File: src/rtl/cdt_pkg.sv
package cdt_pkg;
  // Byte offsets of the registers.
  localparam int unsigned OFF_LOAD  = 32'h0;
  localparam int unsigned OFF_COUNT = 32'h4;
  localparam int unsigned OFF_CTRL  = 32'h8;
  localparam int unsigned OFF_STAT  = 32'hC;

  // Control field positions.
  localparam int unsigned CTRL_EN_BIT  = 0;
  localparam int unsigned CTRL_AR_BIT  = 1;
  localparam int unsigned CTRL_PSC_LSB = 8;

  typedef enum logic [2:0] {
    SEL_NONE,
    SEL_LOAD,
    SEL_COUNT,
    SEL_CTRL,
    SEL_STAT
  } reg_sel_e;
endpackage

File: src/rtl/cdt_regif.sv
module cdt_regif
  import cdt_pkg::*;
#(
  parameter int unsigned ADDR_W = 4,
  parameter int unsigned DATA_W = 32,
  parameter int unsigned CNT_W  = 32,
  parameter int unsigned PSC_W  = 8
) (
  input  logic              clk,
  input  logic              rst_n,
  input  logic [ADDR_W-1:0] addr,
  input  logic              we,
  input  logic [DATA_W-1:0] wdata,
  input  logic [CNT_W-1:0]  load_q,
  input  logic [CNT_W-1:0]  count_q,
  input  logic              stat_q,
  output logic              wr_load,
  output logic              wr_count,
  output logic              stat_clr,
  output logic              en_rise,
  output logic              preload_req,
  output logic              en_q,
  output logic              ar_q,
  output logic [PSC_W-1:0]  psc_q,
  output logic [DATA_W-1:0] rdata
);
  localparam int unsigned PSC_MSB = CTRL_PSC_LSB + PSC_W - 1;

  reg_sel_e sel;
  logic     wr_ctrl;

  always_comb begin
    unique case (32'(addr))
      OFF_LOAD:  sel = SEL_LOAD;
      OFF_COUNT: sel = SEL_COUNT;
      OFF_CTRL:  sel = SEL_CTRL;
      OFF_STAT:  sel = SEL_STAT;
      default:   sel = SEL_NONE;
    endcase
  end

  assign wr_load     = we && (sel == SEL_LOAD);
  assign wr_count    = we && (sel == SEL_COUNT);
  assign wr_ctrl     = we && (sel == SEL_CTRL);
  assign stat_clr    = we && (sel == SEL_STAT) && wdata[0];
  assign en_rise     = wr_ctrl && !en_q && wdata[CTRL_EN_BIT];
  assign preload_req = en_rise && wdata[CTRL_AR_BIT];

  always_ff @(posedge clk) begin
    if (!rst_n) begin
      en_q  <= 1'b0;
      ar_q  <= 1'b0;
      psc_q <= '0;
    end else if (wr_ctrl) begin
      en_q  <= wdata[CTRL_EN_BIT];
      ar_q  <= wdata[CTRL_AR_BIT];
      psc_q <= wdata[PSC_MSB:CTRL_PSC_LSB];
    end
  end

  always_comb begin
    rdata = '0;
    unique case (sel)
      SEL_LOAD:  rdata = DATA_W'(load_q);
      SEL_COUNT: rdata = en_q ? DATA_W'(count_q) : '0;
      SEL_CTRL: begin
        rdata[CTRL_EN_BIT]           = en_q;
        rdata[CTRL_AR_BIT]           = ar_q;
        rdata[PSC_MSB:CTRL_PSC_LSB]  = psc_q;
      end
      SEL_STAT:  rdata[0] = stat_q;
      default:   rdata = '0;
    endcase
  end
endmodule

File: src/rtl/cdt_prescaler.sv
module cdt_prescaler #(
  parameter int unsigned PSC_W = 8
) (
  input  logic             clk,
  input  logic             rst_n,
  input  logic             en,
  input  logic             restart,
  input  logic [PSC_W-1:0] psc,
  output logic             tick
);
  logic [PSC_W-1:0] phase_q;

  // The >= test keeps the period bounded if P shrinks mid-phase.
  assign tick = en && !restart && (phase_q >= psc);

  always_ff @(posedge clk) begin
    if (!rst_n)              phase_q <= '0;
    else if (!en || restart) phase_q <= '0;
    else if (phase_q >= psc) phase_q <= '0;
    else                     phase_q <= phase_q + 1'b1;
  end
endmodule

File: src/rtl/cdt_counter.sv
module cdt_counter #(
  parameter int unsigned CNT_W = 32
) (
  input  logic             clk,
  input  logic             rst_n,
  input  logic             wr_load,
  input  logic             wr_count,
  input  logic [CNT_W-1:0] wval,
  input  logic             preload_req,
  input  logic             ar,
  input  logic             tick,
  output logic [CNT_W-1:0] load_q,
  output logic [CNT_W-1:0] count_q,
  output logic             expire
);
  localparam logic [CNT_W-1:0] ONE = CNT_W'(1);

  assign expire = tick && (count_q == ONE);

  always_ff @(posedge clk) begin
    if (!rst_n) begin
      load_q  <= '0;
      count_q <= '0;
    end else if (wr_load) begin
      load_q  <= wval;
      count_q <= wval;
    end else if (wr_count) begin
      count_q <= wval;
    end else if (preload_req && (count_q == '0)) begin
      count_q <= load_q;
    end else if (tick && (count_q != '0)) begin
      if (count_q == ONE) count_q <= ar ? load_q : '0;
      else                count_q <= count_q - ONE;
    end
  end
endmodule

File: src/rtl/cdt_status.sv
module cdt_status (
  input  logic clk,
  input  logic rst_n,
  input  logic expire,
  input  logic clr,
  output logic stat_q
);
  always_ff @(posedge clk) begin
    if (!rst_n)      stat_q <= 1'b0;
    else if (expire) stat_q <= 1'b1;
    else if (clr)    stat_q <= 1'b0;
  end
endmodule

File: src/rtl/cdt_timer.sv
module cdt_timer
  import cdt_pkg::*;
#(
  parameter int unsigned ADDR_W = 4,
  parameter int unsigned DATA_W = 32,
  parameter int unsigned CNT_W  = 32,
  parameter int unsigned PSC_W  = 8
) (
  input  logic              clk,
  input  logic              rst_n,
  input  logic [ADDR_W-1:0] reg_addr,
  input  logic              reg_we,
  input  logic [DATA_W-1:0] reg_wdata,
  output logic [DATA_W-1:0] reg_rdata,
  output logic              irq
);
  logic             wr_load, wr_count, stat_clr, en_rise, preload_req;
  logic             en_q, ar_q, stat_q, tick, expire;
  logic [PSC_W-1:0] psc_q;
  logic [CNT_W-1:0] load_q, count_q;

  cdt_regif #(
    .ADDR_W(ADDR_W), .DATA_W(DATA_W), .CNT_W(CNT_W), .PSC_W(PSC_W)
  ) u_regif (
    .clk(clk), .rst_n(rst_n), .addr(reg_addr), .we(reg_we), .wdata(reg_wdata),
    .load_q(load_q), .count_q(count_q), .stat_q(stat_q),
    .wr_load(wr_load), .wr_count(wr_count), .stat_clr(stat_clr),
    .en_rise(en_rise), .preload_req(preload_req),
    .en_q(en_q), .ar_q(ar_q), .psc_q(psc_q), .rdata(reg_rdata)
  );

  cdt_prescaler #(.PSC_W(PSC_W)) u_psc (
    .clk(clk), .rst_n(rst_n), .en(en_q),
    .restart(wr_load || wr_count || en_rise),
    .psc(psc_q), .tick(tick)
  );

  cdt_counter #(.CNT_W(CNT_W)) u_cnt (
    .clk(clk), .rst_n(rst_n), .wr_load(wr_load), .wr_count(wr_count),
    .wval(reg_wdata[CNT_W-1:0]), .preload_req(preload_req), .ar(ar_q),
    .tick(tick), .load_q(load_q), .count_q(count_q), .expire(expire)
  );

  cdt_status u_stat (
    .clk(clk), .rst_n(rst_n), .expire(expire), .clr(stat_clr), .stat_q(stat_q)
  );

  assign irq = stat_q;
endmodule

File: config.mk
export PLATFORM = sky130hd
export DESIGN_NAME = cdt_timer
export DESIGN_NICKNAME = d
export VERILOG_FILES = /design/src/rtl/cdt_pkg.sv /design/src/rtl/cdt_regif.sv /design/src/rtl/cdt_prescaler.sv /design/src/rtl/cdt_counter.sv /design/src/rtl/cdt_status.sv /design/src/rtl/cdt_timer.sv
export SDC_FILE = /design/constraint.sdc
export NUM_CORES = 1
export LEC_CHECK = 0
export ABC_AREA = 1
export BUFFER_PORTS_ARGS = -buffer_cell sky130_fd_sc_hd__buf_2
export CAP_MARGIN = 20
export CORE_MARGIN = 1.5
export CORE_UTILIZATION = 55
export DETAILED_ROUTE_END_ITERATION = 6
export PLACE_DENSITY = 0.81
export SKIP_LAST_GASP = 1
export SLEW_MARGIN = 20
export SYNTH_ARGS = -nofsm -noshare
export SYNTH_HDL_FRONTEND = slang
export SYNTH_SLANG_ARGS = --single-unit
File: constraint.sdc
create_clock -name clk -period 6.38 [get_ports clk]
set_input_delay 1.595 -clock clk [delete_from_list [all_inputs] [get_ports clk]]
set_output_delay 1.595 -clock clk [all_outputs]
set_load 0.01 [all_outputs]
==> results of run 1 <==
## final cells by class
cell class,count,area [um^2],area share
tap,136,170,0.0266
clock buffer,10,138,0.0215
timing repair buffer,78,408,0.0637
inverter,132,497,0.0776
multi-input combinational,725,3440,0.537
clock inverter,6,88.8,0.0139
sequential,83,1660,0.260
## cells in the final DEF (no fill, tap or decap), types with 2 or more instances in the layout
cell / netlist / final
xnor2_1: 5 / 5
bufinv_16: 0 / 2
inv_2: 3 / 3
xor2_1: 14 / 14
clkinvlp_4: 0 / 2
clkbuf_8: 0 / 10
buf_4: 1 / 7
nand2_2: 4 / 4
nor3_2: 1 / 2
nor2_2: 4 / 4
dfxtp_1: 83 / 83
nand4_1: 12 / 12
nand3_2: 2 / 2
nor2_4: 3 / 3
inv_1: 127 / 127
nand3_1: 76 / 76
a21oi_1: 48 / 48
ha_1: 12 / 12
nor2_1: 83 / 83
or2_2: 9 / 9
nand2_1: 339 / 339
clkinv_2: 1 / 2
buf_2: 4 / 71
nor3_1: 3 / 2
o21ai_1: 34 / 34
a21oi_2: 6 / 6
o221ai_1: 6 / 6
nor3b_1: 2 / 2
o211ai_1: 3 / 3
o22ai_1: 9 / 9
o21ai_0: 42 / 42
## report_power, final
| group | internal [mW] | total (mW) | switching [mW] | leakage, nW |
|---|---|---|---|---|
| logic | 0.130 | 0.374 | 0.243 | 2.51 |
| clock network | 0.231 | 0.439 | 0.208 | 0.108 |
| registers | 0.533 | 0.553 | 0.0207 | 0.672 |
## sequential cells by signal (all words and copies together) (netlist names)
signal and count:
u_regif.psc_q 8, u_psc.phase_q 8, u_cnt.count_q 32, u_cnt.load_q 32, u_stat.stat_q 1, u_regif.en_q 1
u_regif.ar_q 1
## stage by stage
step	hold slack, ns	instances	setup slack [ns]	instance area [um^2]
after floorplan	0.430	983	2.06	5830
after global placement	0.446	1154	1.59	6170
after detailed placement	0.451	1154	1.53	6170
after CTS	0.472	1170	1.53	6400
after global routing	0.500	1170	1.68	6400
final	0.471	1170	1.81	6400
## kinds of logic after synthesis
| kind of cell | Yosys count |
|---|---|
| compound gates | 153 |
| xor+xnor | 19 |
| fa+ha+maj | 12 |
| buf+inv | 175 |
| flops | 83 |
| simple gates | 541 |
## cells in the mapped netlist, types with 2 or more instances
| master | count | area share |
|---|---|---|
| nand2_1 | 339 | 0.22 |
| o221ai_1 | 6 | 0.0090 |
| buf_6 | 9 | 0.017 |
| nand4_1 | 12 | 0.013 |
| or2_2 | 9 | 0.0097 |
| nand3_1 | 76 | 0.065 |
| nor2_1 | 83 | 0.053 |
| nor3_1 | 3 | 0.0026 |
| a21oi_2 | 6 | 0.0090 |
| o21ai_0 | 42 | 0.036 |
| xor2_1 | 14 | 0.021 |
| dfxtp_1 | 83 | 0.28 |
| a21oi_1 | 48 | 0.041 |
| inv_1 | 127 | 0.082 |
| buf_2 | 4 | 0.0034 |
| nor2_2 | 4 | 0.0043 |
| o211ai_1 | 3 | 0.0039 |
| xnor2_1 | 5 | 0.0075 |
| inv_2 | 3 | 0.0019 |
| o22ai_1 | 9 | 0.0097 |
| o21ai_1 | 34 | 0.029 |
| nand3_2 | 2 | 0.0034 |
| nand2_2 | 4 | 0.0043 |
| nor2_4 | 3 | 0.0058 |
| clkbuf_1 | 28 | 0.018 |
| nor3b_1 | 2 | 0.0026 |
| ha_1 | 12 | 0.026 |
## worst reg2reg max path: stages, from the launching register on
cell and delay (ns):
dfxtp_1 0.44, inv_1 0.13, ha_1 0.25, nand2_1 0.08
nor2_1 0.04, nand2_1 0.06, nor2_1 0.04, nand2_1 0.35
buf_4 0.34, clkinv_2 0.25, nand2_1 0.11, nand2_1 0.05
nand2_1 0.05, nand3_1 0.08, nand2_1 0.09, inv_1 0.03
## worst paths after layout
check,cells after the start,end,slack (ns)
min,1,u_psc.phase_q[0]$_SDFF_PP0_,0.47
max,8,reg_rdata[7],1.81
min reg2reg,1,u_psc.phase_q[0]$_SDFF_PP0_,0.47
max reg2reg,15,u_cnt.count_q[4]$_SDFFE_PN0P_,3.89
## layer usage
metal / GRT usage / vias to the layer above
li1: - / 3205
met1: 0.417 / 2832
met2: 0.532 / 255
met3: 0.0448 / 38
met4: 0.101 / 0
met5: 0 / -
==> flow_metrics.tcl, run 1 <==
set metrics [dict create \
    rsz0062_at_grt "no" \
    drc_errors 0 \
    post_drt_wl_per_cell_um 14.6 \
    synth_edf_count 0 \
    routed_wl_um 17100 \
    drtPass1Iterations 6 \
    r2r-start "u_cnt.count_q[0]$_SDFFE_PN0P_" \
    startpoint "reg_addr[1]" \
    clock_skew_ns 0.0107 \
    core-area_um2 10300 \
    met2_length_um 7970 \
    outcome "complete, no violations" \
    drive_above_1_share 0.125 \
    crit_family "buffers and inverters" \
    ys_warn_count 0 \
    ys_async_sr_fraction 0 \
    cts_tree "yes" \
    ir_worst_vdd_mv 0.114 \
    fmax_mhz 219 \
    grt_max_degree 64 \
    required_ns 4.79 \
    period_share 0.717 \
    cp.arrival_ns 2.98 \
    power_mw 1.37 \
    drt_iter0_drc 376 \
    grt_pass1_wl_um 28200 \
    worstPathMaxFanout 20 \
    maxSlewHeadroom 0.304 \
    cts_sinks 83 \
    slew_violations 0 \
    synth_mux_area_frac 0 \
    grt_usage 0.316 \
    tightest_slew_ns 1.04 \
    clk_pin_slew_ns 0.09 \
    synthCells 983 \
    setup_viol 0 \
    final.min_clock_period_ns 4.57 \
    hold_buffers 0 \
    syn-num-nets 1034 \
    utilization 0.620 \
    critPathMaxStageDelay_ns 0.28 \
    dp_hpwl_um 12000 \
    port_buffers 71 \
    cts_made_buffers 9 \
    drt-met1-wl_um 7490 \
    max-cap-violations 0 \
    highest_layer "met4" \
    die_h_um 106 \
    syn_avg_cell_area_um2 5.93 \
    hp-start "u_psc.phase_q[0]$_SDFF_PP0_" \
    synthSimpleGateAreaFrac 0.390 \
    antenna_found_initial 0 \
    ys_seq_area_frac 0.285 \
    via_per_inst 5.41 \
    hp-class "reg2reg" \
    synth_top_family_by_area "simple AND/OR/NAND/NOR gates" \
    ys_seq_elements 83 \
    clk_latency_ns 0.37 \
    nFillCells 1050 \
    grt_pass1_vias 5754 \
    cts_root_buf "clkbuf_8" \
    cp_num_buf_inv 4 \
    n_antenna_cell 0 \
    leakagePower_nw 3.29 \
    report.final.hold_viol_count 0 \
    die_x_um 106 \
    synth_xor_area_frac 0.0285 \
    overflow 0 \
    dr_wl_met3_um 1230 \
    ys.flop_type "dfxtp_1" \
    yosys.cell_types.count 40 \
    power.density_nw_per_um2 213 \
    vias 6330 \
    cp-start-kind "input port" \
    timing.setup.tns_ns 0 \
    die_area_um2 11200 \
    crit_type "in2out" \
    netlist_area_um2 5830 \
    finalWeightedCongestion 1.00 \
    antenna_left 0 \
    cp-end-kind "primary output" \
    post_cts_resized 0 \
    synth_compound_area_frac 0.145 \
    cts_setup_buffers 0 \
    yosys.area_share.adder 0.0258 \
    area_growth_syn_to_layout_pct 9.81 \
    htree_levels 3 \
    cts_max_path_buffers 2 \
    rows 37 \
    initial_core_util 0.565 \
    num_io_pins 72 \
    worstPathCellList "buf_2 -> nor2_1 -> nand2_1 -> nor2_1 -> buf_4 -> inv_2 -> o22ai_1 -> buf_2" \
    cp_slowest_cell "buf_4" \
    nets 1080 \
]
Power figures use the tool's default switching activity.
==> run 2, diff against run 1 <==
- CORE_UTILIZATION: 55 -> 53
- PLACE_DENSITY: 0.81 -> 0.82
- clock period: 6.38 -> 4.2 ns (I/O delays scaled with it)
==> flow_metrics.tcl, run 2 (synthesis gave the netlist of run 1 again) <==
set metrics [dict create \
    initial_core_util 0.540 \
    worstPathCellList "buf_2 -> nor2_1 -> nand2_1 -> nor2_1 -> buf_4 -> inv_2 -> o21ai_0 -> buf_2" \
    cts_made_buffers 9 \
    place_inst 1161 \
    antenna_left 0 \
    overflow 0 \
    report.final.hold_viol_count 0 \
    drive_above_1_share 0.125 \
    power_frac_seq 0.433 \
    tightest_slew_ns 0.894 \
    layout_commonest_cell "nand2_1" \
    ir_worst_vdd_mv 0.201 \
    outcome "complete, no violations" \
    grt_max_degree 64 \
    hp-class "reg2reg" \
    cts_max_path_buffers 2 \
    period_share 0.830 \
    timing.setup.tns_ns 0 \
    cp_slowest_cell "o21ai_0" \
    cp_num_buf_inv 4 \
    core-area_um2 10800 \
    cts_setup_buffers 0 \
    startpoint "reg_addr[1]" \
    grt_usage 0.314 \
    rows 38 \
    crit_family "buffers and inverters" \
    grt_pass1_vias 5786 \
    fin_cells 1176 \
    cts_sinks 83 \
    r2r-start "u_cnt.count_q[1]$_SDFFE_PN0P_" \
    clk_pin_slew_ns 0.08 \
    post_drt_wl_per_cell_um 14.7 \
    cts_tree "yes" \
    preCtsSetupSlack_ns 0.741 \
    vias 6274 \
    cp.arrival_ns 2.44 \
    slew_violations 0 \
    required_ns 3.15 \
    fin_ws_ns 0.712 \
    port_buffers 71 \
    critPathMaxStageDelay_ns 0.25 \
    die_area_um2 11600 \
    power.density_nw_per_um2 305 \
    finalWeightedCongestion 1.00 \
    die_x_um 108 \
    htree_levels 3 \
    drtPass1Iterations 5 \
    maxSlewHeadroom 0.402 \
    rsz0062_at_grt "no" \
    cts_root_buf "clkbuf_8" \
    sw_frac_of_total 0.364 \
    post_cts_resized 0 \
    antenna_found_initial 0 \
    drc_errors 0 \
    mostFrequentLayoutCells "339 x nand2_1, 127 x inv_1, 83 x nor2_1, 83 x dfxtp_1, 76 x nand3_1" \
    n_antenna_cell 0 \
    dp_hpwl_um 12300 \
    fmax_mhz 287 \
    hold_buffers 0 \
    num_io_pins 72 \
    crit_type "in2out" \
    leakagePower_nw 3.27 \
    die_h_um 108 \
    max-cap-violations 0 \
    clk_latency_ns 0.38 \
    p_int_mw 1.23 \
    routed_wl_um 17200 \
    via_per_inst 5.34 \
    cp-end-kind "primary output" \
    setup_viol 0 \
    hp-start "u_cnt.load_q[27]$_SDFFE_PN0P_" \
    p_clk_frac 0.274 \
    worstPathMaxFanout 15 \
    grt_pass1_wl_um 28600 \
    cp-start-kind "input port" \
    largestRegisters "u_cnt.count_q: 32 flops, u_cnt.load_q: 32 flops" \
    clock_skew_ns 0.0118 \
    final.min_clock_period_ns 3.49 \
    area_growth_syn_to_layout_pct 9.21 \
    nets 1083 \
    p_comb_frac 0.293 \
    drt_iter0_drc 436 \
    power.switching_mw 0.706 \
]
[run 2: cell types whose count changed in the layout (fill, tap and decap cells not counted), sizes merged]
| cell | previous run | this run |
|---|---|---|
| buf | 78 | 81 |
| bufinv | 2 | 0 |
| clkinvlp | 2 | 3 |
| clkinv | 4 | 3 |
| clkbuf | 10 | 11 |
[run 2: path summary, 6_finish.rpt]
kind | end | cells past startpoint | slack [ns]
max | reg_rdata[31] | 8 | 0.71
min | u_cnt.load_q[27]$_SDFFE_PN0P_ | 2 | 0.47
max reg2reg | u_cnt.count_q[10]$_SDFFE_PN0P_ | 14 | 1.79
min reg2reg | u_cnt.load_q[27]$_SDFFE_PN0P_ | 2 | 0.47
[run 2: area by class of cell]
cell class              count  area [um^2]
well taps                 140          175
clock buffers              11          141
clock inverters             4         27.5
inverters                 132          497
flip-flops and latches     83         1660
repair buffers             81          430
multi-input cells         725         3430
fillers                  1102         4430
[run 2: per-layer routing]
metal | track usage | vias to the layer above | wire (um)
met3 | 0.0418 | 41 | 1100
met2 | 0.516 | 238 | 7860
li1 | - | 3200 | -
met5 | 0 | - | 0
met4 | 0.136 | 0 | 509
met1 | 0.411 | 2795 | 7770
[run 2: power by group through the flow]
stage / Clock [mW] / Sequential (mW) / Combinational [mW]
3_5_place_dp: 0 / 0.857 / 0.558
2_1_floorplan: 0 / 0.846 / 0.436
4_1_cts: 0.538 / 0.839 / 0.562
5_1_grt: 0.564 / 0.843 / 0.652
6_report: 0.531 / 0.840 / 0.569
3_3_place_gp: 0 / 0.857 / 0.553
[run 2: worst min-delay path: stages (launching register included)]
cell and delay, ns:
dfxtp_1 0.32, inv_1 0.06, a21oi_1 0.05
[run 2: stage by stage]
| stage | utilization | instance area [um^2] | hold WS, ns | power, mW |
|---|---|---|---|---|
| 3_3_place_gp | 0.574 | 6200 | 0.444 | 1.41 |
| 4_1_cts | 0.590 | 6370 | 0.474 | 1.94 |
| 2_1_floorplan | - | 5830 | 0.430 | 1.28 |
| 6_report | 0.590 | 6370 | 0.474 | 1.94 |
| 3_5_place_dp | 0.574 | 6200 | 0.462 | 1.41 |
| 5_1_grt | 0.590 | 6370 | 0.506 | 2.06 |
